### config.mk
export PLATFORM = sky130hd
export DESIGN_NAME = cpu_sleep_ctl
export DESIGN_NICKNAME = d
export VERILOG_FILES = /design/src/rtl/cpu_sleep_ctl.sv
export SDC_FILE = /design/constraint.sdc
export NUM_CORES = 1
export LEC_CHECK = 0
export BUFFER_PORTS_ARGS = -buffer_cell sky130_fd_sc_hd__buf_2
export CAP_MARGIN = 25
export CORE_MARGIN = 4
export CORE_UTILIZATION = 32
export DETAILED_ROUTE_END_ITERATION = 8
export PLACE_DENSITY = 0.87
export SETUP_SLACK_MARGIN = 0.1
export SYNTH_ARGS = -nofsm -noshare
export SYNTH_HDL_FRONTEND = slang
export SYNTH_SLANG_ARGS = --single-unit
### constraint.sdc
create_clock -name clk -period 1.5 [get_ports clk]
set_input_delay 0.15 -clock clk [delete_from_list [all_inputs] [get_ports clk]]
set_output_delay 0.15 -clock clk [all_outputs]
set_load 0.02 [all_outputs]
### src/rtl/cpu_sleep_ctl.sv
module cpu_sleep_ctl #(
  parameter int ADDR_W      = 4,
  parameter int DATA_W      = 32,
  parameter int L2_ADDR     = 4,
  parameter int L3_ADDR     = 5,
  parameter int RELEASE_GAP = 4
) (
  input  logic              clk,
  input  logic              rst_n,
  input  logic [ADDR_W-1:0] reg_addr,
  input  logic              reg_rd,
  input  logic              reg_wr,
  input  logic [DATA_W-1:0] reg_wdata,
  output logic [DATA_W-1:0] reg_rdata,
  input  logic              clkstop_en,
  input  logic              sleep_en,
  input  logic              wake_intr,
  input  logic              wake_smi,
  input  logic              wake_sci,
  output logic              stpclk_n,
  output logic              cpustp_n,
  output logic              slp_n
);
  localparam int CNT_W = $clog2(RELEASE_GAP + 1);
  localparam logic [CNT_W-1:0] GAP = CNT_W'(RELEASE_GAP);

  typedef enum logic [2:0] {S_RUN, S_L2, S_L3, S_REL_CPU, S_REL_STP} st_t;

  st_t             state;
  logic [CNT_W-1:0] cnt;

  wire wake   = wake_intr | wake_smi | wake_sci;
  wire trig2  = reg_rd && (reg_addr == ADDR_W'(L2_ADDR));
  wire trig3  = reg_rd && (reg_addr == ADDR_W'(L3_ADDR));
  wire last   = (cnt == CNT_W'(1));
  wire unused_ok = &{1'b0, reg_wr, reg_wdata};

  assign reg_rdata = '0;

  always_ff @(posedge clk or negedge rst_n) begin
    if (!rst_n) begin
      state    <= S_RUN;
      cnt      <= '0;
      stpclk_n <= 1'b1;
      cpustp_n <= 1'b1;
      slp_n    <= 1'b1;
    end else begin
      case (state)
        S_RUN:
          if (trig2) begin
            state    <= S_L2;
            stpclk_n <= 1'b0;
          end else if (trig3) begin
            state    <= S_L3;
            stpclk_n <= 1'b0;
            cpustp_n <= ~clkstop_en;
            slp_n    <= ~sleep_en;
          end
        S_L2:
          if (wake) begin
            state    <= S_RUN;
            stpclk_n <= 1'b1;
          end
        S_L3:
          if (wake) begin
            state <= S_REL_CPU;
            slp_n <= 1'b1;
            cnt   <= GAP;
          end
        S_REL_CPU:
          if (last) begin
            state    <= S_REL_STP;
            cpustp_n <= 1'b1;
            cnt      <= GAP;
          end else begin
            cnt <= cnt - 1'b1;
          end
        S_REL_STP:
          if (last) begin
            state    <= S_RUN;
            stpclk_n <= 1'b1;
          end else begin
            cnt <= cnt - 1'b1;
          end
        default: state <= S_RUN;
      endcase
    end
  end
endmodule


==> results of run 1 <==
-- synth_stat cells (all sizes together) --
cell type,n,area share (%)
nand2,9,4.5
nand4bb,1,1.4
a2bb2oi,1,1.1
mux2,2,2.8
nand3,3,1.9
a21boi,1,0.94
o221a,1,1.4
nor3,2,1.3
conb,1,0.47
a21oi,1,0.62
a32o,2,2.7
o32ai,1,1.1
or4,1,1.4
dfstp,3,9.8
o21ai,1,0.62
buf,34,31
dfrtp,6,19
nand2b,1,0.78
a211oi,2,1.9
mux2i,1,1.3
ha,2,3.1
o22ai,1,0.78
inv,3,1.4
o41ai,1,2.0
nor2b,2,1.6
nor3b,1,0.94
or2,1,0.78
clkbuf,1,0.47
o22a,1,1.1
nor2,4,1.9
-- repair_timing --
item,in CTS,in global routing
pin swaps,0,0
gates resized for setup,3,6
endpoints found under the hold margin,9,0
hold buffers,1,0
endpoints found under the setup margin,2,3
-- where the power goes --
| group | total, W | internal [W] | switching [W] |
|---|---|---|---|
| clock | 0.000188 | 0.000102 | 0.0000854 |
| sequential | 0.000460 | 0.000364 | 0.0000959 |
| combinational | 0.000660 | 0.000271 | 0.000388 |
-- layout by cell type (no fill, tap or decap), types with 2 or more instances in the layout --
| cell type | instances |
|---|---|
| a211oi_1 | 2 |
| buf_2 | 14 |
| buf_4 | 4 |
| clkbuf_4 | 3 |
| conb_1 | 32 |
| dfrtp_1 | 5 |
| dfstp_2 | 3 |
| inv_1 | 2 |
| mux2_1 | 2 |
| nand2_1 | 8 |
| nand3_1 | 2 |
| nor2_1 | 3 |
| nor3_1 | 2 |
-- worst reg2reg max path: stages (launching register included) --
cell	delay, ns
dfrtp_1	0.38
or4_4	0.43
a32o_2	0.28
o221a_1	0.25
-- through the flow --
step,instances,power (W)
2_1_floorplan,122,0.000974
4_1_cts,138,0.00128
3_3_place_gp,133,0.00104
3_5_place_dp,133,0.00107
6_report,138,0.00131
5_1_grt,138,0.00141
-- cell type report --
| cell class | count | area share (%) |
|---|---|---|
| timing repair buffer | 19 | 12.7 |
| inverter | 3 | 1.30 |
| multi-input combinational | 75 | 52.3 |
| clock buffer | 4 | 3.03 |
| tap | 28 | 4.05 |
| sequential | 9 | 26.6 |
-- layer usage --
metal  wire (µm)  GRT usage, %  up-vias
met4           0          3.64        0
met5           0             0        -
li1            -             -      285
met2         700          12.9       38
met3         184          3.12        0
met1         535          9.83      263
-- cell families after synthesis --
group                    after synthesis  synth area share (%)
AND/OR/NAND/NOR                       25                  16.4
AO/OA/AOI/OAI                         13                  14.2
adder cells (fa/ha/maj)                2                  3.12
flip-flops                             9                  28.6
multiplexers                           3                  4.06
other                                  1                 0.468
buffers and inverters                 38                  33.1
-- path summary, 6_finish.rpt --
| kind | from | end | slack, ns | cells past startpoint |
|---|---|---|---|---|
| setup / recovery | state[0] | cnt[2] | 0.04 | 3 |
| max in group asynchronous | rst_n | slp_n | 0.98 | 2 |
| min in group asynchronous | rst_n | cnt[1] | 0.26 | 2 |
| hold / removal | clkstop_en | cpustp_n | 0.19 | 3 |
| setup reg to reg | state[0] | cnt[2] | 0.04 | 3 |
| hold reg to reg | slp_n | slp_n | 0.53 | 1 |
-- registers in the layout, indices dropped and copies added, names as in the netlist --
register	count
cnt	3
state	3
cpustp_n	1
slp_n	1
stpclk_n	1
==> out/metrics.cfg, run 1 <==
[sta]
hold_viol = 0
setup_viol = 0
period_minus_slack_ns = 1.46
min_period_over_period_pct = 97.2
rsz0062_at_grt = true
slew_viol_final = 0
finalWorstSetupSlack_ns = 0.0420
fmax_mhz = 686
fin_setup_tns_ns = 0
hold_ws_ns = 0.190
skew_ns = 0.00975

[routing]
ant_nets = 0
wl_um = 1420
post_drt_wl_per_cell_um = 10.3
viasPerCell = 4.25
num_vias = 586
dr.pass1.iters = 4
drc_errors = 0
drt_iter0_markers = 18

[global_routing]
grt-ovfl-total = 0
grt_pass1_wl_um = 2130
grt_pass1_vias = 506
antenna_found_initial = 0
grt_max_degree = 13
grt_usage_pct = 8.18

[critical_path]
critPathKind = register to register
slowest_stage = or4_4
arrival_ns = 1.60
cp.required_ns = 1.64
critPathCaptureType = register
setup.worst_path.start_class = register
path_buf_inv = 0
crit_chain = or4_4, a32o_2, o221a_1
slowest_delay_ns = 0.43
cp_max_fo = 5
path_delay_family = compound AO/OA/AOI/OAI gates

[synthesis]
synth.distinct_cells = 33
avgSynthCellArea_um2 = 8.80
seq_area_frac_synth_pct = 28.6
ys_warn_count = 0
netlist_area_um2 = 801
ys_ff_latch = 9
synthCells = 91

[clock_network]
clk_transition_reported_paths_ns = 0.07
clkLatencyLatePin_ns = 0.26
numClockSinks = 9
cts_tree = done
cts_buffers = 3
cts_setup_buffers = 0
clock_path_buffers = 2
h-tree-depth = 1
cts_root_buf = clkbuf_4

[placed_design]
io_buffer_count = 14
place_hpwl_um = 1120
place_area_um2 = 798
preCtsSetupSlack_ns = 0.0577
place.gp.congestion = 0.804

[hold_path]
hold_class = input port to register

[cells_and_area]
final_area_um2 = 866
regArea_um2 = 230
insertedDiodeCount = 0
multiInputGateArea_um2 = 453
post-route-util_pct = 37.7
drive_above_1_share_pct = 31.8
fin_nets = 158
area_growth_pct = 8.12
fillers = 243

[die]
rows = 17
core_um2 = 2300
dieArea_um2 = 3370
die_h_um = 58.0
start_util_pct = 34.9
ioPinCount = 80
die_w_um = 58.0

[status]
status = complete, no violations

[power_and_ir_drop]
power.density_nw_per_um2 = 1510
vdd_ir_drop_max_mv = 0.584
power_leakage_nw = 0.422

[flow_run]
cap_violations = 0

No activity file was read; power rests on OpenSTA's default activity.
==> inputs of run 2 (changes only) <==
CORE_ASPECT_RATIO = 0.9   (was default)
PLACE_DENSITY = 0.73   (was 0.87)
==> out/metrics.cfg, run 2 (synthesis gave the netlist of run 1 again) <==
[status]
status = complete, no violations

[power_and_ir_drop]
p_seq_share_pct = 34.5  ; -0.7 points
power_leakage_nw = 0.425  ; +0.77%
switchingPower_w = 0.000540  ; -5.2%
internal-power_w = 0.000742  ; +0.57%
p_comb_share_pct = 51.2  ; +0.7 points
vdd_ir_drop_max_mv = 0.810  ; +39%
switching_share_pct = 42.1  ; -1.4 points
clkPwrFrac_pct = 14.3  ; about the same
power.density_nw_per_um2 = 1510  ; about the same

[sta]
skew_ns = 0.000370  ; -0.00938 ns
fmax_mhz = 697  ; +1.7%
rsz0062_at_grt = true
slew_viol_final = 0  ; unchanged
period_minus_slack_ns = 1.43  ; -0.0243 ns
hold_viol = 0  ; unchanged
setup_viol = 0  ; unchanged
fin_setup_tns_ns = 0  ; unchanged
min_period_over_period_pct = 95.6  ; -1.6 points

[die]
start_util_pct = 35.1  ; +0.23 points
dieArea_um2 = 3370  ; about the same
core_um2 = 2280  ; -0.65%
rows = 16  ; -1
die_w_um = 60.7  ; +4.7%
die_h_um = 55.5  ; -4.4%
ioPinCount = 80  ; unchanged

[routing]
drc_errors = 0  ; unchanged
ant_nets = 0  ; unchanged
post_drt_wl_per_cell_um = 9.58  ; -7.0%
num_vias = 584  ; -0.34%
drt_iter0_markers = 19  ; +1
viasPerCell = 4.23  ; -0.34%
wl_um = 1320  ; -7.0%
dr.pass1.iters = 4  ; unchanged

[global_routing]
grt_pass1_vias = 475  ; -6.1%
antenna_found_initial = 0  ; unchanged
grt_max_degree = 13  ; unchanged
grt_pass1_wl_um = 2040  ; -4.5%
grt-ovfl-total = 0  ; unchanged
grt_usage_pct = 7.84  ; -0.34 points

[placed_design]
place.gp.congestion = 0.733  ; -8.8%
place_area_um2 = 805  ; +0.78%
io_buffer_count = 14  ; unchanged
place_hpwl_um = 1120  ; +0.75%

[flow_run]
cap_violations = 0  ; unchanged

[hold_path]
hold_class = input port to register
hold_depth = 3  ; unchanged

[critical_path]
critPathCaptureType = register
cp_max_fo = 5  ; unchanged
worst-r2r-cell-count = 3  ; unchanged
cp.required_ns = 1.64  ; about the same
arrival_ns = 1.58  ; -0.02 ns
critPathKind = register to register
setup.worst_path.start_class = register

[cells_and_area]
largest_registers = cnt: 3 flops, state: 3 flops
area_growth_pct = 5.94
layout_commonest_cell = conb_1
fin_nets = 159  ; +0.63%
final_area_um2 = 848  ; -2.0%
post-route-util_pct = 37.2  ; -0.52 points
insertedDiodeCount = 0  ; unchanged
fillers = 232  ; -4.5%
layout_common_cells = conb_1 (32), buf_2 (14), nand2_1 (8)
drive_above_1_share_pct = 29.7  ; -2.1 points

[clock_network]
clkLatencyLatePin_ns = 0.26  ; about the same
cts_root_buf = clkbuf_4
clock_path_buffers = 2  ; unchanged
h-tree-depth = 1  ; unchanged
clk_transition_reported_paths_ns = 0.06  ; about the same
numClockSinks = 9  ; unchanged
cts_buffers = 3  ; unchanged
cts_tree = done

run 2: changes by cell type in the layout (fill, tap and decap cells not counted):
| cell | delta |
|---|---|
| buf_4 | +1 |
| dfrtp_1 | +1 |
| dfrtp_2 | -1 |
| ha_2 | +1 |
| ha_4 | -1 |
| nand3_1 | +1 |
| nand3_2 | -1 |
| nor2_1 | +1 |
| nor2_2 | -1 |
| nor2b_2 | +1 |
| nor2b_4 | -1 |
run 2: layout make-up:
class / count / area, µm² / area share [%]
Inverter: 3 / 11.3 / 1.33
Multi-Input combinational cell: 75 / 430 / 50.7
Clock buffer: 4 / 26.3 / 3.10
Sequential cell: 9 / 229 / 27.0
Tap cell: 27 / 33.8 / 3.98
Timing Repair Buffer: 20 / 118 / 13.9
run 2: worst max-delay path: stages (launching register included):
cell and delay [ns]:
dfrtp_1 0.38, or4_4 0.43, a32o_2 0.28, o221a_1 0.24
run 2: metal layers:
layer / share of wire (%) / global-route usage, %
met2: 45 / 11.3
met4: 0 / 1.86
met5: 0 / 0
met3: 14 / 4.20
met1: 41 / 10.2
run 2: what timing repair did:
action | 4_1_cts | 5_1_grt
buffers inserted | 0 | 0
endpoints found under the hold margin | 9 | 0
hold buffers | 1 | 0
endpoints found under the setup margin | 2 | 5
gates resized for setup | 1 | 3
run 2: final timing paths:
path | startpoint | endpoint | slack, ns
setup / recovery | state[0] | cnt[2] | 0.07
hold / removal | clkstop_en | cpustp_n | 0.18
setup reg to reg | state[0] | cnt[2] | 0.07
hold reg to reg | slp_n | slp_n | 0.53
max in group asynchronous | rst_n | cpustp_n | 0.98
min in group asynchronous | rst_n | cnt[1] | 0.27
run 2: stage by stage:
step	setup WS, ns	hold WS [ns]	std cells	total power [W]
2_1_floorplan	0.0988	-0.146	122	0.000974
3_3_place_gp	0.0710	0.0124	133	0.00107
3_5_place_dp	0.0663	0.0159	133	0.00109
4_1_cts	0.0692	0.176	138	0.00129
5_1_grt	0.0358	0.186	138	0.00139
6_report	0.0663	0.179	138	0.00128
run 2: power groups by stage:
stage	clock network, W	registers, W	logic (W)
2_1_floorplan	0	0.000465	0.000509
3_3_place_gp	0	0.000438	0.000630
3_5_place_dp	0	0.000441	0.000649
4_1_cts	0.000193	0.000440	0.000655
5_1_grt	0.000211	0.000459	0.000720
6_report	0.000183	0.000442	0.000657
==> inputs of run 3 (changes only) <==
CAP_MARGIN = default   (was 25)
CORE_UTILIZATION = 38   (was 32)
PLACE_DENSITY = 0.82   (was 0.73)
clock period = 1.8 ns   (was 1.5 ns; I/O delays follow)
==> out/metrics.cfg, run 3 (synthesis gave the netlist of run 1 again) <==
[cells_and_area]
fin_nets = 155  ; -2.5%
layout_commonest_cell = conb_1
layout_common_cells = conb_1 (32), buf_2 (14), nand2_1 (8)
regArea_um2 = 229  ; unchanged
largest_registers = cnt: 3 flops, state: 3 flops
post-route-util_pct = 41.4  ; +4.2 points
drive_above_1_share_pct = 23.4  ; -6.4 points
insertedDiodeCount = 0  ; unchanged
fillers = 208  ; -10%
area_growth_pct = 0.937
multiInputGateArea_um2 = 423  ; -1.7%

[clock_network]
clock_path_buffers = 2  ; unchanged
clk_transition_reported_paths_ns = 0.06  ; about the same
numClockSinks = 9  ; unchanged
post_cts_resized = 0  ; -1
ctsHoldBuffers = 1  ; unchanged
cts_buffers = 3  ; unchanged
cts_setup_buffers = 0  ; unchanged
cts_root_buf = clkbuf_4
clkLatencyLatePin_ns = 0.26  ; about the same
cts_tree = done
h-tree-depth = 1  ; unchanged

[power_and_ir_drop]
switching_share_pct = 43.5  ; +1.4 points
p_seq_share_pct = 37.4  ; +2.9 points
clkPwrFrac_pct = 14.8  ; +0.5 points
switchingPower_w = 0.000446  ; -17%
p_comb_share_pct = 47.8  ; -3.4 points
power.density_nw_per_um2 = 1270  ; -16%
power_leakage_nw = 0.406  ; -4.6%
vdd_ir_drop_max_mv = 0.645  ; -20%
internal-power_w = 0.000580  ; -22%

[sta]
hold_viol = 0  ; unchanged
slew_viol_final = 0  ; unchanged
setup_viol = 0  ; unchanged
fmax_mhz = 628  ; -10%
min_period_over_period_pct = 88.5  ; -7.1 points
skew_ns = 0.00638  ; +0.00601 ns
fin_setup_tns_ns = 0  ; unchanged
rsz0062_at_grt = false
period_minus_slack_ns = 1.59  ; +0.159 ns
hold_ws_ns = 0.214  ; +0.0357 ns

[die]
ioPinCount = 80  ; unchanged
rows = 15  ; -1
dieArea_um2 = 2910  ; -14%
core_um2 = 1950  ; -14%
start_util_pct = 41.0  ; +5.9 points
die_w_um = 56.4  ; -7.1%
die_h_um = 51.6  ; -7.0%

[critical_path]
worst-r2r-cell-count = 3  ; unchanged
setup.worst_path.start_class = register
path_delay_family = simple AND/OR/NAND/NOR gates
path_depth = 3  ; unchanged
crit_chain = or4_4, a32o_2, o221a_1
path_buf_inv = 0  ; unchanged
arrival_ns = 1.74  ; +0.16 ns
cp_max_fo = 5  ; unchanged
critPathKind = register to register
critPathCaptureType = register
slowest_delay_ns = 0.55  ; +0.12 ns
slowest_stage = or4_4
cp.required_ns = 1.95  ; +0.31 ns

[routing]
viasPerCell = 4.25  ; +0.43%
num_vias = 561  ; -3.9%
dr.pass1.iters = 4  ; unchanged
drt_iter0_markers = 3  ; -16
ant_nets = 0  ; unchanged
post_drt_wl_per_cell_um = 10.5  ; +9.5%
wl_um = 1390  ; +4.8%
drc_errors = 0  ; unchanged

[global_routing]
grt_pass1_vias = 482  ; +1.5%
grt_max_degree = 13  ; unchanged
grt_usage_pct = 8.87  ; +1.0 points
grt_pass1_wl_um = 2030  ; -0.34%
grt-ovfl-total = 0  ; unchanged
antenna_found_initial = 0  ; unchanged

[hold_path]
hold_depth = 3  ; unchanged
hold_class = input port to register

[status]
status = complete, no violations

[placed_design]
place.gp.congestion = 0.779  ; +6.3%
io_buffer_count = 14  ; unchanged
place_hpwl_um = 1160  ; +3.3%

[flow_run]
cap_violations = 0  ; unchanged

## run 3: changes by cell type in the layout (fill, tap and decap cells not counted), sizes merged
cell	previous run	this run
buf	19	15
## run 3: layer usage
layer,vias to the layer above,wire length (µm),global-route usage (%)
li1,279,-,-
met1,256,527,10.4
met2,26,739,16.1
met3,0,117,3.72
met4,0,0,0
met5,-,0,0
## run 3: stage by stage
stage / setup slack [ns] / instances / power, W / area (µm²)
detailed placement: 0.200 / 127 / 0.000879 / 772
global placement: 0.251 / 127 / 0.000846 / 772
CTS: 0.198 / 132 / 0.00104 / 808
floorplan: 0.267 / 122 / 0.000811 / 917
global route: 0.180 / 132 / 0.00111 / 808
finish: 0.207 / 132 / 0.00103 / 808
## run 3: cell type report
| type | instances | area share, % |
|---|---|---|
| clock buffers | 4 | 3.25 |
| repair buffers | 16 | 10.8 |
| multi-input cells | 75 | 52.3 |
| well taps | 25 | 3.87 |
| flip-flops and latches | 9 | 28.3 |
| inverters | 3 | 1.39 |
## run 3: tightest hold or removal path, stage by stage
cell and delay (ns):
buf_2 0.10, nand2_1 0.04, mux2_1 0.12
## run 3: final timing paths
| check | start | slack [ns] | endpoint |
|---|---|---|---|
| setup / recovery | state[0] | 0.21 | cnt[2] |
| hold / removal | clkstop_en | 0.21 | cpustp_n |
| setup reg to reg | state[0] | 0.21 | cnt[2] |
| hold reg to reg | slp_n | 0.52 | slp_n |
| max in group asynchronous | rst_n | 1.25 | stpclk_n |
| min in group asynchronous | rst_n | 0.30 | state[1] |
## run 3: power groups by stage
stage	combinational [W]	sequential [W]	clock (W)
after global placement	0.000468	0.000378	0
after global routing	0.000547	0.000395	0.000172
after floorplan	0.000423	0.000388	0
after detailed placement	0.000493	0.000386	0
after CTS	0.000494	0.000382	0.000162
final	0.000490	0.000384	0.000152
